===== src/rtl/sram_ctrl_pkg.sv =====
package sram_ctrl_pkg;

    typedef enum logic [2:0] {
        ST_IDLE     = 3'd0,
        ST_RD_ACC   = 3'd1,
        ST_RD_TURN  = 3'd2,
        ST_WR_SETUP = 3'd3,
        ST_WR_PULSE = 3'd4,
        ST_WR_HOLD  = 3'd5
    } seq_state_e;

    // Pin-level control derived from the sequencer state
    typedef struct packed {
        logic sel;
        logic oe_n;
        logic we_n;
        logic drive;
    } pin_ctl_t;

    typedef struct packed {
        logic cs0_n;
        logic cs1;
        logic cs2_n;
    } cs_pins_t;

    function automatic int unsigned max_u(input int unsigned a, input int unsigned b);
        return (a > b) ? a : b;
    endfunction

    // Round a nanosecond limit up to whole cycles, never below one
    function automatic int unsigned ns_to_cycles(input int unsigned t_ns,
                                                 input int unsigned period_ns);
        int unsigned c;
        c = (t_ns + period_ns - 1) / period_ns;
        return (c < 1) ? 1 : c;
    endfunction

    function automatic cs_pins_t cs_encode(input logic sel);
        cs_pins_t p;
        p.cs0_n = ~sel;
        p.cs1   = sel;
        p.cs2_n = ~sel;
        return p;
    endfunction

    function automatic pin_ctl_t ctl_for_state(input seq_state_e s);
        pin_ctl_t c;
        c = '{sel: 1'b0, oe_n: 1'b1, we_n: 1'b1, drive: 1'b0};
        case (s)
            ST_RD_ACC:   c = '{sel: 1'b1, oe_n: 1'b0, we_n: 1'b1, drive: 1'b0};
            ST_WR_SETUP: c = '{sel: 1'b1, oe_n: 1'b1, we_n: 1'b1, drive: 1'b0};
            ST_WR_PULSE: c = '{sel: 1'b1, oe_n: 1'b1, we_n: 1'b0, drive: 1'b1};
            ST_WR_HOLD:  c = '{sel: 1'b1, oe_n: 1'b1, we_n: 1'b1, drive: 1'b1};
            default:     c = '{sel: 1'b0, oe_n: 1'b1, we_n: 1'b1, drive: 1'b0};
        endcase
        return c;
    endfunction

endpackage


===== src/rtl/sram_cycle_timer.sv =====
module sram_cycle_timer #(
    parameter int unsigned CNT_W = 4
) (
    input  logic             clk,
    input  logic             rst,
    input  logic             load,
    input  logic [CNT_W-1:0] load_val,
    output logic             done
);
    logic [CNT_W-1:0] cnt_q;

    assign done = (cnt_q == '0);

    always_ff @(posedge clk) begin
        if (rst) begin
            cnt_q <= '0;
        end else if (load) begin
            cnt_q <= load_val;
        end else if (!done) begin
            cnt_q <= cnt_q - 1'b1;
        end
    end
endmodule


===== src/rtl/sram_seq_fsm.sv =====
module sram_seq_fsm
    import sram_ctrl_pkg::*;
#(
    parameter int unsigned CNT_W    = 4,
    parameter int unsigned RD_CYC   = 3,
    parameter int unsigned RD_TURN  = 2,
    parameter int unsigned WR_TURN  = 1,
    parameter int unsigned WE_CYC   = 2,
    parameter int unsigned HOLD_CYC = 1
) (
    input  logic             clk,
    input  logic             rst,
    input  logic             req_valid,
    input  logic             req_write,
    input  logic             timer_done,
    output seq_state_e       state_d,
    output logic             req_ready,
    output logic             accept,
    output logic             tmr_load,
    output logic [CNT_W-1:0] tmr_val,
    output logic             rd_capture
);
    localparam logic [CNT_W-1:0] RD_LD   = CNT_W'(RD_CYC - 1);
    localparam logic [CNT_W-1:0] RDT_LD  = CNT_W'(RD_TURN - 1);
    localparam logic [CNT_W-1:0] WRT_LD  = CNT_W'(WR_TURN - 1);
    localparam logic [CNT_W-1:0] WE_LD   = CNT_W'(WE_CYC - 1);
    localparam logic [CNT_W-1:0] HOLD_LD = CNT_W'(HOLD_CYC - 1);

    seq_state_e state_q;

    assign req_ready = (state_q == ST_IDLE);
    assign accept    = req_ready && req_valid;

    always_comb begin
        state_d    = state_q;
        tmr_load   = 1'b0;
        tmr_val    = '0;
        rd_capture = 1'b0;
        case (state_q)
            ST_IDLE: begin
                if (req_valid) begin
                    tmr_load = 1'b1;
                    if (req_write) begin
                        state_d = ST_WR_SETUP;
                        tmr_val = WRT_LD;
                    end else begin
                        state_d = ST_RD_ACC;
                        tmr_val = RD_LD;
                    end
                end
            end
            ST_RD_ACC: begin
                if (timer_done) begin
                    rd_capture = 1'b1;
                    state_d    = ST_RD_TURN;
                    tmr_load   = 1'b1;
                    tmr_val    = RDT_LD;
                end
            end
            ST_RD_TURN: begin
                if (timer_done) state_d = ST_IDLE;
            end
            ST_WR_SETUP: begin
                if (timer_done) begin
                    state_d  = ST_WR_PULSE;
                    tmr_load = 1'b1;
                    tmr_val  = WE_LD;
                end
            end
            ST_WR_PULSE: begin
                if (timer_done) begin
                    state_d  = ST_WR_HOLD;
                    tmr_load = 1'b1;
                    tmr_val  = HOLD_LD;
                end
            end
            ST_WR_HOLD: begin
                if (timer_done) state_d = ST_IDLE;
            end
            default: state_d = ST_IDLE;
        endcase
    end

    always_ff @(posedge clk) begin
        if (rst) state_q <= ST_IDLE;
        else     state_q <= state_d;
    end
endmodule


===== src/rtl/sram_pin_drive.sv =====
module sram_pin_drive
    import sram_ctrl_pkg::*;
#(
    parameter int unsigned ADDR_W = 17,
    parameter int unsigned DATA_W = 24
) (
    input  logic              clk,
    input  logic              rst,
    input  seq_state_e        state_d,
    input  logic              accept,
    input  logic              rd_capture,
    input  logic [ADDR_W-1:0] req_addr,
    input  logic [DATA_W-1:0] req_wdata,
    input  logic [DATA_W-1:0] mem_dq_in,
    output logic [ADDR_W-1:0] mem_addr,
    output cs_pins_t          cs_pins,
    output logic              mem_oe_n,
    output logic              mem_we_n,
    output logic [DATA_W-1:0] mem_dq_out,
    output logic              mem_dq_oe,
    output logic              rd_valid,
    output logic [DATA_W-1:0] rd_data
);
    pin_ctl_t ctl_nx;

    assign ctl_nx = ctl_for_state(state_d);

    // Control pins come straight from flops so the memory sees no glitches
    always_ff @(posedge clk) begin
        if (rst) begin
            cs_pins   <= cs_encode(1'b0);
            mem_oe_n  <= 1'b1;
            mem_we_n  <= 1'b1;
            mem_dq_oe <= 1'b0;
        end else begin
            cs_pins   <= cs_encode(ctl_nx.sel);
            mem_oe_n  <= ctl_nx.oe_n;
            mem_we_n  <= ctl_nx.we_n;
            mem_dq_oe <= ctl_nx.drive;
        end
    end

    // Address and write data are latched once per access
    always_ff @(posedge clk) begin
        if (rst) begin
            mem_addr   <= '0;
            mem_dq_out <= '0;
        end else if (accept) begin
            mem_addr   <= req_addr;
            mem_dq_out <= req_wdata;
        end
    end

    always_ff @(posedge clk) begin
        if (rst) begin
            rd_valid <= 1'b0;
            rd_data  <= '0;
        end else begin
            rd_valid <= rd_capture;
            if (rd_capture) rd_data <= mem_dq_in;
        end
    end
endmodule


===== src/rtl/sram_async_ctrl.sv =====
module sram_async_ctrl
    import sram_ctrl_pkg::*;
#(
    parameter int unsigned ADDR_W          = 17,
    parameter int unsigned DATA_W          = 24,
    parameter int unsigned CLK_PERIOD_NS   = 4,
    parameter int unsigned T_ACCESS_NS     = 9,
    parameter int unsigned T_CS_HIZ_NS     = 5,
    parameter int unsigned T_OE_HIZ_NS     = 4,
    parameter int unsigned T_WE_PULSE_NS   = 7,
    parameter int unsigned T_DATA_SETUP_NS = 5,
    parameter int unsigned T_ADDR_SETUP_NS = 7
) (
    input  logic              clk,
    input  logic              rst,
    input  logic              req_valid,
    output logic              req_ready,
    input  logic              req_write,
    input  logic [ADDR_W-1:0] req_addr,
    input  logic [DATA_W-1:0] req_wdata,
    output logic              rd_valid,
    output logic [DATA_W-1:0] rd_data,
    output logic [ADDR_W-1:0] mem_addr,
    output logic              mem_cs0_n,
    output logic              mem_cs1,
    output logic              mem_cs2_n,
    output logic              mem_oe_n,
    output logic              mem_we_n,
    output logic [DATA_W-1:0] mem_dq_out,
    output logic              mem_dq_oe,
    input  logic [DATA_W-1:0] mem_dq_in
);
    localparam int unsigned RD_CYC   = ns_to_cycles(T_ACCESS_NS, CLK_PERIOD_NS);
    localparam int unsigned RD_TURN  = ns_to_cycles(T_CS_HIZ_NS, CLK_PERIOD_NS);
    localparam int unsigned WR_TURN  = ns_to_cycles(T_OE_HIZ_NS, CLK_PERIOD_NS);
    localparam int unsigned WE_NS    = max_u(T_WE_PULSE_NS, max_u(T_DATA_SETUP_NS, T_ADDR_SETUP_NS));
    localparam int unsigned WE_CYC   = ns_to_cycles(WE_NS, CLK_PERIOD_NS);
    localparam int unsigned HOLD_CYC = 1;
    localparam int unsigned MAX_CYC  = max_u(max_u(RD_CYC, RD_TURN), max_u(WR_TURN, WE_CYC));
    localparam int unsigned CNT_W    = (MAX_CYC < 2) ? 1 : $clog2(MAX_CYC);

    seq_state_e       state_d;
    logic             accept;
    logic             tmr_load;
    logic [CNT_W-1:0] tmr_val;
    logic             tmr_done;
    logic             rd_capture;
    cs_pins_t         cs_pins;

    sram_cycle_timer #(.CNT_W(CNT_W)) u_timer (
        .clk      (clk),
        .rst      (rst),
        .load     (tmr_load),
        .load_val (tmr_val),
        .done     (tmr_done)
    );

    sram_seq_fsm #(
        .CNT_W    (CNT_W),
        .RD_CYC   (RD_CYC),
        .RD_TURN  (RD_TURN),
        .WR_TURN  (WR_TURN),
        .WE_CYC   (WE_CYC),
        .HOLD_CYC (HOLD_CYC)
    ) u_fsm (
        .clk        (clk),
        .rst        (rst),
        .req_valid  (req_valid),
        .req_write  (req_write),
        .timer_done (tmr_done),
        .state_d    (state_d),
        .req_ready  (req_ready),
        .accept     (accept),
        .tmr_load   (tmr_load),
        .tmr_val    (tmr_val),
        .rd_capture (rd_capture)
    );

    sram_pin_drive #(.ADDR_W(ADDR_W), .DATA_W(DATA_W)) u_pins (
        .clk        (clk),
        .rst        (rst),
        .state_d    (state_d),
        .accept     (accept),
        .rd_capture (rd_capture),
        .req_addr   (req_addr),
        .req_wdata  (req_wdata),
        .mem_dq_in  (mem_dq_in),
        .mem_addr   (mem_addr),
        .cs_pins    (cs_pins),
        .mem_oe_n   (mem_oe_n),
        .mem_we_n   (mem_we_n),
        .mem_dq_out (mem_dq_out),
        .mem_dq_oe  (mem_dq_oe),
        .rd_valid   (rd_valid),
        .rd_data    (rd_data)
    );

    assign mem_cs0_n = cs_pins.cs0_n;
    assign mem_cs1   = cs_pins.cs1;
    assign mem_cs2_n = cs_pins.cs2_n;
endmodule


===== config.mk =====
export PLATFORM = sky130hd
export DESIGN_NAME = sram_async_ctrl
export DESIGN_NICKNAME = d
export VERILOG_FILES = /design/src/rtl/sram_ctrl_pkg.sv /design/src/rtl/sram_cycle_timer.sv /design/src/rtl/sram_seq_fsm.sv /design/src/rtl/sram_pin_drive.sv /design/src/rtl/sram_async_ctrl.sv
export SDC_FILE = /design/constraint.sdc
export NUM_CORES = 1
export LEC_CHECK = 0
export BUFFER_PORTS_ARGS = -buffer_cell sky130_fd_sc_hd__buf_2
export CORE_MARGIN = 2
export CORE_UTILIZATION = 42
export CTS_BUF_LIST = sky130_fd_sc_hd__clkbuf_2
export CTS_CLUSTER_SIZE = 14
export DETAILED_ROUTE_END_ITERATION = 10
export HOLD_SLACK_MARGIN = 0.08
export PLACE_DENSITY = 0.78
export SLEW_MARGIN = 25
export SYNTH_ARGS = -nofsm -noshare
export SYNTH_HDL_FRONTEND = slang
export SYNTH_HIERARCHICAL = 1
export SYNTH_SLANG_ARGS = --single-unit
export TNS_END_PERCENT = 1

===== constraint.sdc =====
create_clock -name clk -period 1.65 [get_ports clk]
set_input_delay 0.165 -clock clk [delete_from_list [all_inputs] [get_ports clk]]
set_output_delay 0.165 -clock clk [all_outputs]
set_load 0.1 [all_outputs]

==> out/qor.yml <==
outcome: "complete, but fails checks"
violations: "setup timing"
slew-limit-headroom: 0.668
ios: 142
synth_area_leaders: "dfxtp_1, mux2i_1, nor2_1, buf_6, buf_4"
cts-htree-levels: 3
place_hpwl_um: 4380
grt_util_all_layers: 0.212
drv_slew: 0
min-delay-start: "req_valid"
wl_per_cell_um: 13.9
hold_depth: 5
leakagePower_uw: 0.00215
yosysTopAreaCell: "dfxtp_1"
synth-edff-count: 0
worstSetupStartpointType: "flop"
internal-power_uw: 3390
critPathBufInv: 2
fillers: 463
rows: 29
r2r_cells: 6
dr.pass1.iters: 5
setup_viol: 2
cts_tree: "done"
seq_area_sq_um: 1530
cts_root_buf: "clkbuf_2"
fin_crit_sh: 1.02
finClkSkew_ns: 0.0268
critical_path_class: "reg2reg"
routed_wirelength_um: 7800
cp_max_fo: 35
vias: 2633
p_total_uw: 7010
initial_core_util: 0.440
clock-sinks: 76
power_frac_clock: 0.115
ys_async_sr_fraction: 0
vdd_drop_max_mv: 0.925
synthFlopType: "dfxtp_1"
area_growth_pct: 56.8
rr_endpoint: "u_pins/mem_dq_out[21]"
yosysTopAreaCellShare: 0.536
pwr-share-seq: 0.329
grt_pass1_wl_um: 12400
layout_setup_ws_ns: -0.0363
dieHeight_um: 86.2
ys_seq_area_frac: 0.536
die_area_sq_um: 7440
antenna_cells: 0
core-area_sq_um: 6460
first_global_vias: 2671
end_kind: "flop"
rsz0062_at_grt: "yes"
drive_gt1_frac: 0.386
drc: 0
rr_startpoint: "u_fsm/state_q[0]"
netlist_instances: 263
r2r_slack_ns: -0.04
path_clk_slew_ns: 0.20
netSwitchingFraction: 0.516
hold_end: "u_fsm/state_q[0]"
clkLatencyLatePin_ns: 0.49
cpLargestDelayFamily: "simple AND/OR/NAND/NOR gates"
final_common_cell: "buf_2"
hp-class: "in2reg"
grt_max_degree: 38
io_buffers: 141
final_cell_mix: "buf_2, dfxtp_1, dlygate4sd3_1, nor2_1, mux2i_1"
die_w_um: 86.2
critPathMaxStageDelay_ns: 0.40
gr-total-overflow: 0
timing.final.crit_period_ns: 1.69
cts_buffers: 9
syn_area_per_cell_sq_um: 10.8
worstPathRequired_ns: 2.04
clk_path_buf_depth: 2
hold_viol_final: 0
ant_nets: 0
pre_cts_ws_ns: -0.0968
yosysWarnings: 6
netSwitchingPower_uw: 3620
timing.critical_path.arrival_ns: 2.07
ys_types: 30
max_freq_mhz: 593
antenna_found_initial: 0
multi_input_area_sq_um: 1200
gp_congestion: 0.790
cp_slowest_cell: "dfxtp_4"
syn-cell-area_sq_um: 2840
drt_iter0_markers: 71
worst_pin_slew_ns: 0.501
yosys_register_bits: 76
final_net_count: 550
avgViaCountPerCell: 4.69
whs_ns: 0.205
power_density_nw_per_um2: 1570
cp_cell_sequence: "buf_6 > nor3_4 > and2_4 > buf_12 > mux2i_1 > nor2_1"
power_frac_comb: 0.556
cap_violations: 0
syn-num-nets: 333
-- metal layers --
layer / GRT usage / up-vias / wire length (um)
met3: 0.0562 / 18 / 643
met1: 0.233 / 1190 / 3190
met4: 0.0980 / 0 / 166
met2: 0.381 / 116 / 3800
met5: 0 / - / 0
li1: - / 1309 / -
-- logic make-up after synthesis --
logic type,count (synthesis),share of synthesized area
and+or+nand+nor,88,0.139
DFF,76,0.536
muxes,66,0.233
buffers and inverters,21,0.0559
AOI/OAI and AO/OA,10,0.0295
xor gates and xnor gates,1,0.00308
adders and majority gates,1,0.00440
-- sequential cells by signal, indices dropped and copies added, names as in the netlist --
register / count
u_pins/rd_valid: 1
u_pins/rd_data: 24
u_timer/cnt_q: 2
u_pins/mem_we_n: 1
u_pins/mem_oe_n: 1
u_pins/mem_dq_out: 24
u_fsm/state_q: 3
u_pins/cs_pins: 2
u_pins/mem_addr: 17
u_pins/mem_dq_oe: 1
-- worst max path at each step --
stage	from	endpoint	slack (ns)	depth (start not counted)
global route	u_timer/cnt_q[0]	u_timer/cnt_q[1]	-0.07	8
floorplan	u_fsm/state_q[2]	u_pins/mem_dq_out[0]	-0.46	7
finish	u_fsm/state_q[0]	u_pins/mem_dq_out[21]	-0.04	6
global placement	u_timer/cnt_q[0]	u_pins/mem_oe_n	-0.05	5
detailed placement	u_timer/cnt_q[0]	u_pins/mem_oe_n	-0.1	5
CTS	u_timer/cnt_q[1]	u_pins/mem_oe_n	0.005	6
-- worst register-to-register path: stages, from the launching register on --
cell and delay (ns):
dfxtp_4 0.40, buf_6 0.12, nor3_4 0.21, and2_4 0.20, buf_12 0.23, mux2i_1 0.34
nor2_1 0.09
-- synthesized netlist by cell type (2+ instances only) --
| cell | n |
|---|---|
| dfxtp_1 | 76 |
| nor2_1 | 67 |
| mux2i_1 | 66 |
| buf_6 | 8 |
| buf_2 | 4 |
| buf_4 | 4 |
| nand2_1 | 4 |
| nand3b_1 | 4 |
| clkbuf_1 | 3 |
| nor2b_1 | 3 |
| a211oi_1 | 2 |
| and2b_1 | 2 |
| inv_1 | 2 |
| nor3_1 | 2 |
-- power by group through the flow --
stage               combinational (uW)  sequential (uW)  clock, uW
floorplan                         1200             4170          0
global placement                  3590             2310          0
detailed placement                3630             2320          0
CTS                               3860             2290        846
global route                      4070             2340        921
finish                            3900             2300        807
-- metrics by stage --
step | cell area [sq um] | setup TNS, ns | cells | util
finish | 4450 | -0.0542 | 561 | 0.689
global route | 4450 | -0.553 | 561 | 0.689
floorplan | 2850 | -18.77 | 263 | -
global placement | 3640 | -0.0459 | 478 | 0.564
CTS | 4440 | 0 | 561 | 0.688
detailed placement | 3640 | -0.149 | 478 | 0.564
-- layout make-up --
| class | count | share of cell area |
|---|---|---|
| Inverter | 2 | 0.00169 |
| Clock buffer | 10 | 0.0112 |
| Timing Repair Buffer | 225 | 0.346 |
| Tap cell | 77 | 0.0216 |
| Clock inverter | 5 | 0.00674 |
| Sequential cell | 76 | 0.343 |
| Multi-Input combinational cell | 166 | 0.270 |
-- repair_timing --
| action | CTS | global route |
|---|---|---|
| hold buffers | 67 | 0 |
| endpoints found under the hold margin | 69 | 0 |
| pin swaps | 2 | 0 |
| setup buffers | 1 | 0 |
| setup endpoints to repair | 17 | 34 |
| resized for setup | 12 | 5 |
No activity file was read; power rests on OpenSTA's default activity.
